$ cat src/rtl/tpe_pkg.sv
package tpe_pkg;

    typedef enum logic [1:0] {
        SYM_ZERO = 2'b00,
        SYM_ONE  = 2'b01,
        SYM_OPEN = 2'b10
    } sym_e;

    typedef enum logic [1:0] {
        ST_LOAD = 2'b00,
        ST_SEND = 2'b01,
        ST_SYNC = 2'b10
    } seq_st_e;

    // Address position: three-valued, both upper codes mean open
    function automatic logic [1:0] norm_addr(input logic [1:0] raw);
        logic [1:0] r;
        case (raw)
            2'b00:   r = SYM_ZERO;
            2'b01:   r = SYM_ONE;
            default: r = SYM_OPEN;
        endcase
        return r;
    endfunction

    // Data position: binary only, anything but zero counts as one
    function automatic logic [1:0] norm_data(input logic [1:0] raw);
        logic [1:0] r;
        if (raw == 2'b00) r = SYM_ZERO;
        else              r = SYM_ONE;
        return r;
    endfunction

endpackage

$ cat src/rtl/tpe_capture.sv
module tpe_capture #(
    parameter int N_ADDR = 10,
    parameter int N_SYM  = 18
) (
    input  logic                 clk,
    input  logic                 rst_n,
    input  logic                 load,
    input  logic [2*N_SYM-1:0]   raw,
    output logic [2*N_SYM-1:0]   codes_next
);
    import tpe_pkg::*;

    typedef struct packed {
        logic [2*N_SYM-1:0] codes;
    } cap_t;

    cap_t               cap_d, cap_q;
    logic [2*N_SYM-1:0] norm;

    generate
        for (genvar i = 0; i < N_SYM; i++) begin : g_norm
            if (i < N_ADDR) begin : g_addr
                assign norm[2*i +: 2] = norm_addr(raw[2*i +: 2]);
            end else begin : g_data
                assign norm[2*i +: 2] = norm_data(raw[2*i +: 2]);
            end
        end
    endgenerate

    always_comb begin
        cap_d = cap_q;
        if (load) begin
            cap_d.codes = norm;
        end
    end

    assign codes_next = cap_d.codes;

    always_ff @(posedge clk or negedge rst_n) begin
        if (!rst_n) begin
            cap_q <= '0;
        end else begin
            cap_q <= cap_d;
        end
    end

    AST_CODES_HELD: assert property (@(posedge clk) disable iff (!rst_n)
        !load |=> $stable(cap_q.codes));

    generate
        for (genvar j = N_ADDR; j < N_SYM; j++) begin : g_chk_data
            AST_DATA_NO_OPEN: assert property (@(posedge clk) disable iff (!rst_n)
                cap_q.codes[2*j+1] == 1'b0);
        end
    endgenerate

endmodule

$ cat src/rtl/tpe_sequencer.sv
module tpe_sequencer #(
    parameter int N_SYM       = 18,
    parameter int PULSE_UNITS = 4,
    parameter int SYNC_UNITS  = 32,
    localparam int SYM_W  = (N_SYM > 1) ? $clog2(N_SYM) : 1,
    localparam int UNIT_W = (PULSE_UNITS > 1) ? $clog2(PULSE_UNITS) : 1
) (
    input  logic                 clk,
    input  logic                 rst_n,
    input  logic                 tick,
    output logic                 load,
    output tpe_pkg::seq_st_e     st_next,
    output tpe_pkg::seq_st_e     st_cur,
    output logic [SYM_W-1:0]     sym_next,
    output logic                 half_next,
    output logic [UNIT_W-1:0]    unit_next,
    output logic [UNIT_W-1:0]    unit_cur
);
    import tpe_pkg::*;

    localparam int GAP_W = (SYNC_UNITS > 1) ? $clog2(SYNC_UNITS) : 1;
    localparam logic [UNIT_W-1:0] UNIT_LAST = UNIT_W'(PULSE_UNITS - 1);
    localparam logic [SYM_W-1:0]  SYM_LAST  = SYM_W'(N_SYM - 1);
    localparam logic [GAP_W-1:0]  GAP_LAST  = GAP_W'(SYNC_UNITS - 1);

    typedef struct packed {
        seq_st_e           st;
        logic [UNIT_W-1:0] unit;
        logic              half;
        logic [SYM_W-1:0]  sym;
        logic [GAP_W-1:0]  gap;
    } seq_t;

    seq_t seq_d, seq_q;
    logic load_d;

    always_comb begin
        seq_d  = seq_q;
        load_d = 1'b0;
        if (tick) begin
            case (seq_q.st)
                ST_SEND: begin
                    if (seq_q.unit != UNIT_LAST) begin
                        seq_d.unit = seq_q.unit + 1'b1;
                    end else begin
                        seq_d.unit = '0;
                        if (!seq_q.half) begin
                            seq_d.half = 1'b1;
                        end else begin
                            seq_d.half = 1'b0;
                            if (seq_q.sym == SYM_LAST) begin
                                seq_d.st  = ST_SYNC;
                                seq_d.gap = '0;
                                seq_d.sym = '0;
                            end else begin
                                seq_d.sym = seq_q.sym + 1'b1;
                            end
                        end
                    end
                end
                ST_SYNC: begin
                    if (seq_q.gap == GAP_LAST) begin
                        load_d     = 1'b1;
                        seq_d.st   = ST_SEND;
                        seq_d.unit = '0;
                        seq_d.half = 1'b0;
                        seq_d.sym  = '0;
                        seq_d.gap  = '0;
                    end else begin
                        seq_d.gap = seq_q.gap + 1'b1;
                    end
                end
                default: begin
                    load_d     = 1'b1;
                    seq_d.st   = ST_SEND;
                    seq_d.unit = '0;
                    seq_d.half = 1'b0;
                    seq_d.sym  = '0;
                    seq_d.gap  = '0;
                end
            endcase
        end
    end

    assign load      = load_d;
    assign st_next   = seq_d.st;
    assign st_cur    = seq_q.st;
    assign sym_next  = seq_d.sym;
    assign half_next = seq_d.half;
    assign unit_next = seq_d.unit;
    assign unit_cur  = seq_q.unit;

    always_ff @(posedge clk or negedge rst_n) begin
        if (!rst_n) begin
            seq_q <= '{st: ST_LOAD, unit: '0, half: 1'b0, sym: '0, gap: '0};
        end else begin
            seq_q <= seq_d;
        end
    end

    AST_SYM_IN_RANGE: assert property (@(posedge clk) disable iff (!rst_n)
        seq_q.sym <= SYM_LAST);

    AST_NO_LOAD_STATE_AFTER_START: assert property (@(posedge clk) disable iff (!rst_n)
        (seq_q.st != ST_LOAD) |=> (seq_q.st != ST_LOAD));

    AST_SEQ_FROZEN: assert property (@(posedge clk) disable iff (!rst_n)
        !tick |=> $stable(seq_q));

endmodule

$ cat src/rtl/tpe_pulse_shaper.sv
module tpe_pulse_shaper #(
    parameter int N_SYM    = 18,
    parameter int SYM_W    = 5,
    parameter int UNIT_W   = 2,
    parameter int SHORT_HI = 1,
    parameter int LONG_HI  = 3
) (
    input  logic [2*N_SYM-1:0]  codes,
    input  tpe_pkg::seq_st_e    st,
    input  logic [SYM_W-1:0]    sym,
    input  logic                half,
    input  logic [UNIT_W-1:0]   unit,
    output logic                level
);
    import tpe_pkg::*;

    localparam logic [UNIT_W:0] THR_SHORT = (UNIT_W+1)'(SHORT_HI);
    localparam logic [UNIT_W:0] THR_LONG  = (UNIT_W+1)'(LONG_HI);

    logic [1:0]      code;
    logic [UNIT_W:0] thr;

    always_comb begin
        code = SYM_ZERO;
        for (int i = 0; i < N_SYM; i++) begin
            if (sym == SYM_W'(i)) begin
                code = codes[2*i +: 2];
            end
        end
    end

    always_comb begin
        case (code)
            SYM_ZERO: thr = THR_SHORT;
            SYM_ONE:  thr = THR_LONG;
            default:  thr = half ? THR_SHORT : THR_LONG;
        endcase
    end

    assign level = (st == ST_SEND) && ({1'b0, unit} < thr);

endmodule

$ cat src/rtl/trit_pulse_encoder.sv
module trit_pulse_encoder #(
    parameter int N_ADDR      = 10,
    parameter int N_DATA      = 8,
    parameter int PULSE_UNITS = 4,
    parameter int SHORT_HI    = 1,
    parameter int LONG_HI     = 3,
    parameter int SYNC_UNITS  = 32
) (
    input  logic                           clk,
    input  logic                           rst_n,
    input  logic                           tick,
    input  logic [2*(N_ADDR+N_DATA)-1:0]   sym_in,
    output logic                           wave_out
);
    import tpe_pkg::*;

    localparam int N_SYM  = N_ADDR + N_DATA;
    localparam int SYM_W  = (N_SYM > 1) ? $clog2(N_SYM) : 1;
    localparam int UNIT_W = (PULSE_UNITS > 1) ? $clog2(PULSE_UNITS) : 1;
    localparam logic [UNIT_W-1:0] UNIT_LAST = UNIT_W'(PULSE_UNITS - 1);

    typedef struct packed {
        logic wave;
    } out_t;

    logic               load;
    seq_st_e            st_next, st_cur;
    logic [SYM_W-1:0]   sym_next;
    logic               half_next;
    logic [UNIT_W-1:0]  unit_next, unit_cur;
    logic [2*N_SYM-1:0] codes_next;
    logic               level;
    out_t               out_d, out_q;

    tpe_sequencer #(
        .N_SYM       (N_SYM),
        .PULSE_UNITS (PULSE_UNITS),
        .SYNC_UNITS  (SYNC_UNITS)
    ) u_seq (
        .clk       (clk),
        .rst_n     (rst_n),
        .tick      (tick),
        .load      (load),
        .st_next   (st_next),
        .st_cur    (st_cur),
        .sym_next  (sym_next),
        .half_next (half_next),
        .unit_next (unit_next),
        .unit_cur  (unit_cur)
    );

    tpe_capture #(
        .N_ADDR (N_ADDR),
        .N_SYM  (N_SYM)
    ) u_cap (
        .clk        (clk),
        .rst_n      (rst_n),
        .load       (load),
        .raw        (sym_in),
        .codes_next (codes_next)
    );

    tpe_pulse_shaper #(
        .N_SYM    (N_SYM),
        .SYM_W    (SYM_W),
        .UNIT_W   (UNIT_W),
        .SHORT_HI (SHORT_HI),
        .LONG_HI  (LONG_HI)
    ) u_shape (
        .codes (codes_next),
        .st    (st_next),
        .sym   (sym_next),
        .half  (half_next),
        .unit  (unit_next),
        .level (level)
    );

    always_comb begin
        out_d = out_q;
        if (tick) begin
            out_d.wave = level;
        end
    end

    always_ff @(posedge clk or negedge rst_n) begin
        if (!rst_n) begin
            out_q <= '0;
        end else begin
            out_q <= out_d;
        end
    end

    assign wave_out = out_q.wave;

    AST_SYNC_GAP_LOW: assert property (@(posedge clk) disable iff (!rst_n)
        (st_cur != ST_SEND) |-> !wave_out);

    AST_PULSE_LEADS_HIGH: assert property (@(posedge clk) disable iff (!rst_n)
        (st_cur == ST_SEND && unit_cur == '0) |-> wave_out);

    AST_PULSE_TAILS_LOW: assert property (@(posedge clk) disable iff (!rst_n)
        (st_cur == ST_SEND && unit_cur == UNIT_LAST) |-> !wave_out);

    AST_WORD_STARTS_HIGH: assert property (@(posedge clk) disable iff (!rst_n)
        load |=> wave_out);

    AST_OUT_HOLDS: assert property (@(posedge clk) disable iff (!rst_n)
        !tick |=> $stable(wave_out));

endmodule

$ cat config.mk
export PLATFORM = sky130hd
export DESIGN_NAME = trit_pulse_encoder
export DESIGN_NICKNAME = d
export VERILOG_FILES = /design/src/rtl/tpe_pkg.sv /design/src/rtl/tpe_capture.sv /design/src/rtl/tpe_sequencer.sv /design/src/rtl/tpe_pulse_shaper.sv /design/src/rtl/trit_pulse_encoder.sv
export SDC_FILE = /design/constraint.sdc
export NUM_CORES = 1
export LEC_CHECK = 0
export ABC_AREA = 0
export BUFFER_PORTS_ARGS = -buffer_cell sky130_fd_sc_hd__buf_4
export CORE_ASPECT_RATIO = 1.4
export CORE_MARGIN = 2
export CORE_UTILIZATION = 30
export CTS_CLUSTER_SIZE = 12
export DETAILED_ROUTE_END_ITERATION = 8
export HOLD_SLACK_MARGIN = 0.02
export MAX_ROUTING_LAYER = met4
export PLACE_DENSITY_LB_ADDON = 0.12
export RECOVER_POWER = 100
export SKIP_LAST_GASP = 1
export SYNTH_ARGS = -nofsm -noshare
export SYNTH_HDL_FRONTEND = slang
export SYNTH_SLANG_ARGS = --single-unit
$ cat constraint.sdc
create_clock -name clk -period 4.6 [get_ports clk]
set_clock_uncertainty 0.15 [all_clocks]
set_input_delay 0.23 -clock clk [delete_from_list [all_inputs] [get_ports clk]]
set_output_delay 0.23 -clock clk [all_outputs]
set_load 0.1 [all_outputs]
# Word level (Yosys, flattened, before mapping)
# Cells that the tools add are included.
dict set report totals {
  register_bits 52
  latchBits 0
  mem_bits_rw 0
  rom_bits 0
  in_bits 39
  output_inout_bits 1
  word_cells 125
  mem_count 0
}
dict set report op_classes {
  addsub 3
  n_mul 0
  div_mod_pow 0
  order_cmp 1
  eq_ne 37
  shift 0
  n_mux 55
  bitwise 0
  reduce_logical 22
}
# operator n
set ops {}
lappend ops {{two-way mux 2 bit} 23}
lappend ops {{== test 5 x 4 -> 1 bit, second input constant} 8}
lappend ops {{one-hot mux 2 bit (2 select lines)} 10}
lappend ops {{logical NOT 2 bit} 19}
lappend ops {{two-way mux 36 bit} 1}
lappend ops {{one-hot mux 15 bit (2 select lines)} 1}
lappend ops {{== test 2 x 1 -> 1 bit, second input constant} 13}
lappend ops {{== test 5 x 3 -> 1 bit, second input constant} 4}
lappend ops {{== test 5 bit, second input constant} 4}
lappend ops {{two-way mux 10 bit} 2}
lappend ops {{two-way mux 15 bit} 1}
lappend ops {{two-way mux 5 bit} 3}
lappend ops {{two-way mux 1 bit} 11}
lappend ops {{two-way mux 11 bit} 1}
lappend ops {{adder 5 x 1 -> 5 bit, second input constant} 2}
lappend ops {{== test 5 x 2 -> 1 bit, second input constant} 2}
lappend ops {{one-hot mux 3 bit (2 select lines)} 1}
lappend ops {{== test 5 x 1 -> 1 bit, second input constant} 1}
lappend ops {{logical NOT 5 bit} 1}
lappend ops {{!= test 2 x 1 -> 1 bit, second input constant} 2}
lappend ops {{!= test 2 bit, second input constant} 2}
lappend ops {{AND reduction 4 bit} 1}
lappend ops {{less-than comparator 2 x 3 -> 1 bit} 1}
lappend ops {{adder 2 x 1 -> 2 bit, second input constant} 1}
lappend ops {{3 further kinds} 3}

# Longest topological paths before layout
dict set report depth {
  ltp_word 29
  depth_mapped 18
  depth_no_buf 16
}

# Hierarchy
# A second synthesis with hierarchy kept.
dict set report unflattened {
  cells_unflattened 299
  area_unflattened_um2 2904.0
}
# module n_inst cells_each area_per_inst_um2 seq_area_each_um2
set modules_own_cells {}
lappend modules_own_cells {tpe_capture 1 114 1397.6 900.9}
lappend modules_own_cells {tpe_sequencer 1 93 894.6 375.4}
lappend modules_own_cells {tpe_pulse_shaper 1 90 571.8 0.0}
lappend modules_own_cells {trit_pulse_encoder 1 2 40.0 25.0}

# Worst setup path after synthesis
# OpenSTA, ideal clock, no wires.
dict set report synth_timing {
  kind {flip-flop to flip-flop}
  from {register u_seq.seq_q[0] (netlist bit)}
  to {register out_q (netlist: wave_out)}
  setup_time_ns 0.067
  arrival_time_ns 3.644
  required_ns 4.383
  slack_ns 0.739
  path_stages_with_launch 18
  path_buffers 1
  path_cell_list {dfrtp_1 ha_1 and3_1 ha_1 or3b_4 nand2_4 o211ai_4 inv_2 buf_4 nand2_1 o2bb2ai_1 a31oi_1 o211a_1 nor3_2 mux2_2 ha_1 a2111oi_0 a22o_1}
}
dict set report synth_between {
  elab_chain_cells 27
}
# item line
set synth_lines {}
lappend synth_lines {{start: declaration} tpe_sequencer.sv:34} ;# seq_t seq_d, seq_q;
lappend synth_lines {{start signal: assignment} tpe_sequencer.sv:95} ;# seq_q <= '{st: ST_LOAD, unit: '0, half: 1'b0, sym: '0, gap: '0};
lappend synth_lines {{start signal: assignment} tpe_sequencer.sv:97} ;# seq_q <= seq_d;
lappend synth_lines {{== test 5 bit (*)} tpe_sequencer.sv:62} ;# if (seq_q.gap == GAP_LAST) begin
lappend synth_lines {{two-way mux 10 bit (*)} tpe_sequencer.sv:62}
lappend synth_lines {{one-hot mux 15 bit (2 select lines) (*)} tpe_sequencer.sv:41} ;# case (seq_q.st)
lappend synth_lines {{two-way mux 15 bit (*)} tpe_sequencer.sv:40} ;# if (tick) begin
lappend synth_lines {{via sym_next[0]} trit_pulse_encoder.sv:28} ;# logic [SYM_W-1:0] sym_next;
lappend synth_lines {{logical NOT 5 bit} tpe_pulse_shaper.sv:26} ;# if (sym == SYM_W'(i)) begin
lappend synth_lines {{two-way mux 2 bit (17 in series)} tpe_pulse_shaper.sv:26}
lappend synth_lines {{two-way mux 2 bit (*)} tpe_pulse_shaper.sv:26}
lappend synth_lines {{== test 2 x 1 -> 1 bit or logical NOT 2 bit (tied branches)} tpe_pulse_shaper.sv:33} ;# case (code)
lappend synth_lines {{one-hot mux 3 bit (2 select lines) (*)} tpe_pulse_shaper.sv:33}
lappend synth_lines {{less-than comparator 2 x 3 -> 1 bit (*)} tpe_pulse_shaper.sv:40} ;# assign level = (st == ST_SEND) && ({1'b0, unit} < thr);
lappend synth_lines {{logical AND 1 bit (*)} tpe_pulse_shaper.sv:40}
lappend synth_lines {{end signal: assignment} trit_pulse_encoder.sv:89} ;# out_q <= out_d;
lappend synth_lines {{end: declaration} trit_pulse_encoder.sv:33} ;# out_t out_d, out_q;
# Mark *: on every way through the listed nets, which the timed path passes. The rest lies on a longest branch.
# A chain may end at the register's enable or synchronous reset.

# Final worst setup path
dict set report layout_timing {
  from {register u_seq.seq_q[0] (netlist bit)}
  to {register out_q (netlist: wave_out)}
}
# item line
set layout_lines {}
lappend layout_lines {{== test 5 bit (*)} tpe_sequencer.sv:62}
lappend layout_lines {{two-way mux 1 bit (*)} tpe_sequencer.sv:62}
lappend layout_lines {{one-hot mux 1 bit (2 select lines) (*)} tpe_sequencer.sv:41}
lappend layout_lines {{two-way mux 1 bit (*)} tpe_sequencer.sv:40}
lappend layout_lines {{two-way mux 36 bit (*)} tpe_capture.sv:32} ;# if (load) begin
lappend layout_lines {{via codes_next[13]} trit_pulse_encoder.sv:31} ;# logic [2*N_SYM-1:0] codes_next;
lappend layout_lines {{two-way mux 2 bit (*) (12 in series)} tpe_pulse_shaper.sv:26}
lappend layout_lines {{== test 2 x 1 -> 1 bit or logical NOT 2 bit (tied branches)} tpe_pulse_shaper.sv:33}
lappend layout_lines {{one-hot mux 3 bit (2 select lines) (*)} tpe_pulse_shaper.sv:33}
lappend layout_lines {{less-than comparator 2 x 3 -> 1 bit (*)} tpe_pulse_shaper.sv:40}
lappend layout_lines {{logical AND 1 bit (*)} tpe_pulse_shaper.sv:40}
# Marks and branches as above.

==> impl_metrics.json <==
{
  "syn_area_per_cell_um2": 9.89,
  "track_usage_pct": 14.6,
  "fin_crit_sh_pct": 93.5,
  "fmax_mhz": 233,
  "slew_headroom_pct": -91.5,
  "dp_cells": 468,
  "nNetsFinal": 388,
  "critPathKind": "reg2reg",
  "hold_start": "sym_in[15]",
  "clk_pin_slew_ps": 70,
  "crit_fanout": 43,
  "yosys_warnings": 0,
  "r2r_cells": 16,
  "ir_worst_vdd_mv": 0.154,
  "drc": 0,
  "synth_cell_type_count": 66,
  "overflow": 0,
  "whs_ps": 51.9,
  "wirelength_um": 6890,
  "cap_violations": 1,
  "crit_slowest_cell": "dfrtp_1",
  "dp_slack_ps": 317,
  "area_growth_pct": 19.5,
  "power.share.sequential_pct": 40.9,
  "async_flop_share_pct": 100,
  "ys_seq_area_share_pct": 43.4,
  "grt_pass1_wl_um": 12200,
  "grt_pass1_vias": 2452,
  "setup_ws_ps": 300,
  "fillers": 1036,
  "clk_latency_ps": 290,
  "syn-instance-count": 303,
  "place_area_um2": 3420,
  "run_status": "finished, violations left",
  "cts_setup_buffers": 0,
  "die_x_um": 88.5,
  "coreArea_um2": 9790,
  "clockBufferDepth": 2,
  "numCtsBuffers": 5,
  "crit_arrival_ps": 4370,
  "clkPwrFrac_pct": 27.6,
  "drive_above_1_share_pct": 20.5,
  "ant_nets": 0,
  "cp_num_buf_inv": 1,
  "worstReg2RegStart": "u_seq.seq_q[0]",
  "rows": 43,
  "hold_path_class": "in2reg",
  "cts_tree": "built",
  "clock-sinks": 52,
  "violations": "capacitance limit, slew limit",
  "stdcell_count": 477,
  "wl_per_cell_um": 14.4,
  "io_pins": 40,
  "sw_frac_of_total_pct": 32.7,
  "rsz0062_at_grt": "false",
  "hold_viol_final": 0,
  "htree_levels": 2,
  "fin_crit_ps": 4300,
  "place_hpwl_um": 5070,
  "vias": 2330,
  "internal_power_mw": 1.03,
  "cp_data_required_time_ps": 4670,
  "ys.flop_type": "dfrtp_1",
  "synthTopCellsByArea": "dfrtp_1 (43%), o21ai_0 (3.8%), mux2_2 (3.8%)",
  "ys_seq_elements": 52,
  "worstReg2RegEnd": "wave_out",
  "critPathMaxStageDelay_ps": 410,
  "power.total_mw": 1.53,
  "min_to": "u_cap.cap_q[15]",
  "synth_top_area_cell": "dfrtp_1",
  "fin_util_pct": 36.6,
  "worst_pin_slew_ps": 2870,
  "grt_max_degree": 53,
  "path_cells": "ha_1 > and3_1 > ha_1 > nor2b_4 > a211o_1 > buf_12 > mux2_1 > or3_1 > nand3_1 > a31oi_1 > o211a_1 > nor3_2 > mux2_2 > ha_1 > a2111oi_1 > a22o_1",
  "rrSetupSlack_ps": 300,
  "p_per_area_nw_per_um2": 428,
  "place.gp.congestion": 0.830,
  "setup_viol": 0,
  "drt_iter0_markers": 116,
  "slew_violations": 53,
  "synth_area_um2": 3000,
  "drt-pass1-iter-count": 4,
  "synth_fp_nets": 350,
  "start_kind": "register",
  "min_path_cells": 2,
  "numPortBuffers": 39,
  "root_buffer": "clkbuf_16",
  "p_leak_nw": 1.65,
  "finalSetupTns_ps": 0,
  "routed_via_density": 4.88,
  "cp_common_cell": "ha_1",
  "antenna_found_initial": 0,
  "stdcell_area_um2": 3580,
  "multi_input_area_um2": 1530,
  "start_util_pct": 30.6,
  "end_kind": "register",
  "die_area_um2": 10800,
  "synth_edf_count": 0,
  "regArea_um2": 1300,
  "synth_top_area_share_pct": 43.4,
  "insertedDiodeCount": 0,
  "die_h_um": 122,
  "cp_top_family": "compound AO/OA/AOI/OAI gates",
  "combPwrFrac_pct": 31.5,
  "p_sw_uw": 502
}
-- worst max path at each step --
stage                              start  endpoint  slack (ps)  cells past startpoint
after CTS                 u_seq.seq_q[0]  wave_out         280                     16
final                     u_seq.seq_q[0]  wave_out         300                     16
after floorplan           u_seq.seq_q[0]  wave_out         740                     17
after global routing      u_seq.seq_q[0]  wave_out          30                     16
after detailed placement  u_seq.seq_q[0]  wave_out         320                     16
after global placement    u_seq.seq_q[0]  wave_out         360                     16
-- worst register-to-register path: stages, from the launching register on --
cell and delay, ps:
dfrtp_1 410, ha_1 230, and3_1 190, ha_1 240
nor2b_4 140, a211o_1 150, buf_12 220, mux2_1 380
or3_1 350, nand3_1 70, a31oi_1 100, o211a_1 250
nor3_2 180, mux2_2 360, ha_1 280, a2111oi_1 360
a22o_1 180
-- routing by layer --
metal	GRT usage (%)	vias to the layer above	part of all wire (%)
li1	-	1176	-
met1	17.6	1094	44
met2	24.2	43	50
met3	1.88	17	2.2
met4	6.63	0	4.0
met5	-	-	0
-- cells in the final DEF, fill, tap and decap left out, drive strengths merged, types with 3 or more instances in the layout --
cell type / count
and2: 9
nand2: 26
o21a: 3
nor2b: 4
clkbuf: 8
a221oi: 3
o211a: 4
nor4: 3
inv: 18
nor2: 21
and3: 5
mux2: 12
nand3b: 3
dfrtp: 52
ha: 8
o2bb2ai: 3
o21ai: 28
o31ai: 4
buf: 43
mux2i: 7
o211ai: 3
nor3: 3
nand3: 9
a21oi: 14
nand2b: 10
a31oi: 4
-- logic make-up (layout without fill, tap and decap cells) --
group | count (synthesis) | after routing | synth area share, %
adders and majority gates | 8 | 8 | 3.34
buffers and inverters | 33 | 72 | 5.55
muxes | 19 | 19 | 6.97
DFF | 52 | 52 | 43.4
AOI/OAI and AO/OA | 87 | 87 | 20.9
and+or+nand+nor | 104 | 104 | 19.8
-- power groups by stage --
stage / Sequential (mW) / Clock [mW] / Combinational (mW)
after global placement: 0.635 / 0 / 0.512
after detailed placement: 0.638 / 0 / 0.510
final: 0.628 / 0.423 / 0.484
after global routing: 0.643 / 0.450 / 0.549
after floorplan: 0.655 / 0 / 0.344
after CTS: 0.629 / 0.436 / 0.514
-- sequential cells by signal, summed over array words and instances (netlist names) --
| signal | flops |
|---|---|
| u_seq.seq_q | 11 |
| u_seq.st_cur | 2 |
| u_cap.cap_q | 36 |
| u_seq.unit_cur | 2 |
| wave_out | 1 |
-- cell type report --
cell class / instances / share of cell area [%]
clock buffer: 6 / 3.60
clock inverter: 2 / 0.978
inverter: 18 / 1.89
multi-input combinational: 218 / 42.6
sequential: 52 / 36.3
tap: 135 / 4.72
timing repair buffer: 46 / 9.85
-- synthesized netlist by cell type, types with 2 or more instances --
master,instances
dfrtp_1,52
nand2_1,25
o21ai_0,23
nor2_1,20
inv_1,15
a21oi_1,13
mux2_2,10
nand2b_1,10
and2_1,9
nand3_1,9
ha_1,8
buf_2,7
mux2i_1,7
and3_1,5
o21ai_1,5
a31oi_1,4
o211a_1,4
o31ai_1,4
buf_4,3
buf_6,3
inv_2,3
nand3b_1,3
nor2b_1,3
o21a_1,3
o2bb2ai_1,3
a2111oi_0,2
a211o_1,2
a211oi_1,2
a21boi_0,2
a22o_1,2
a22oi_1,2
a32oi_1,2
clkbuf_1,2
nor3_2,2
nor4_1,2
o211ai_1,2
-- what timing repair did --
| item | CTS | global route |
|---|---|---|
| hold endpoints to repair | 52 | 0 |
| setup endpoints to repair | 0 | 1 |
| hold buffers | 1 | 0 |
| gates resized for setup | 0 | 3 |
No activity file was read; power rests on OpenSTA's default activity.
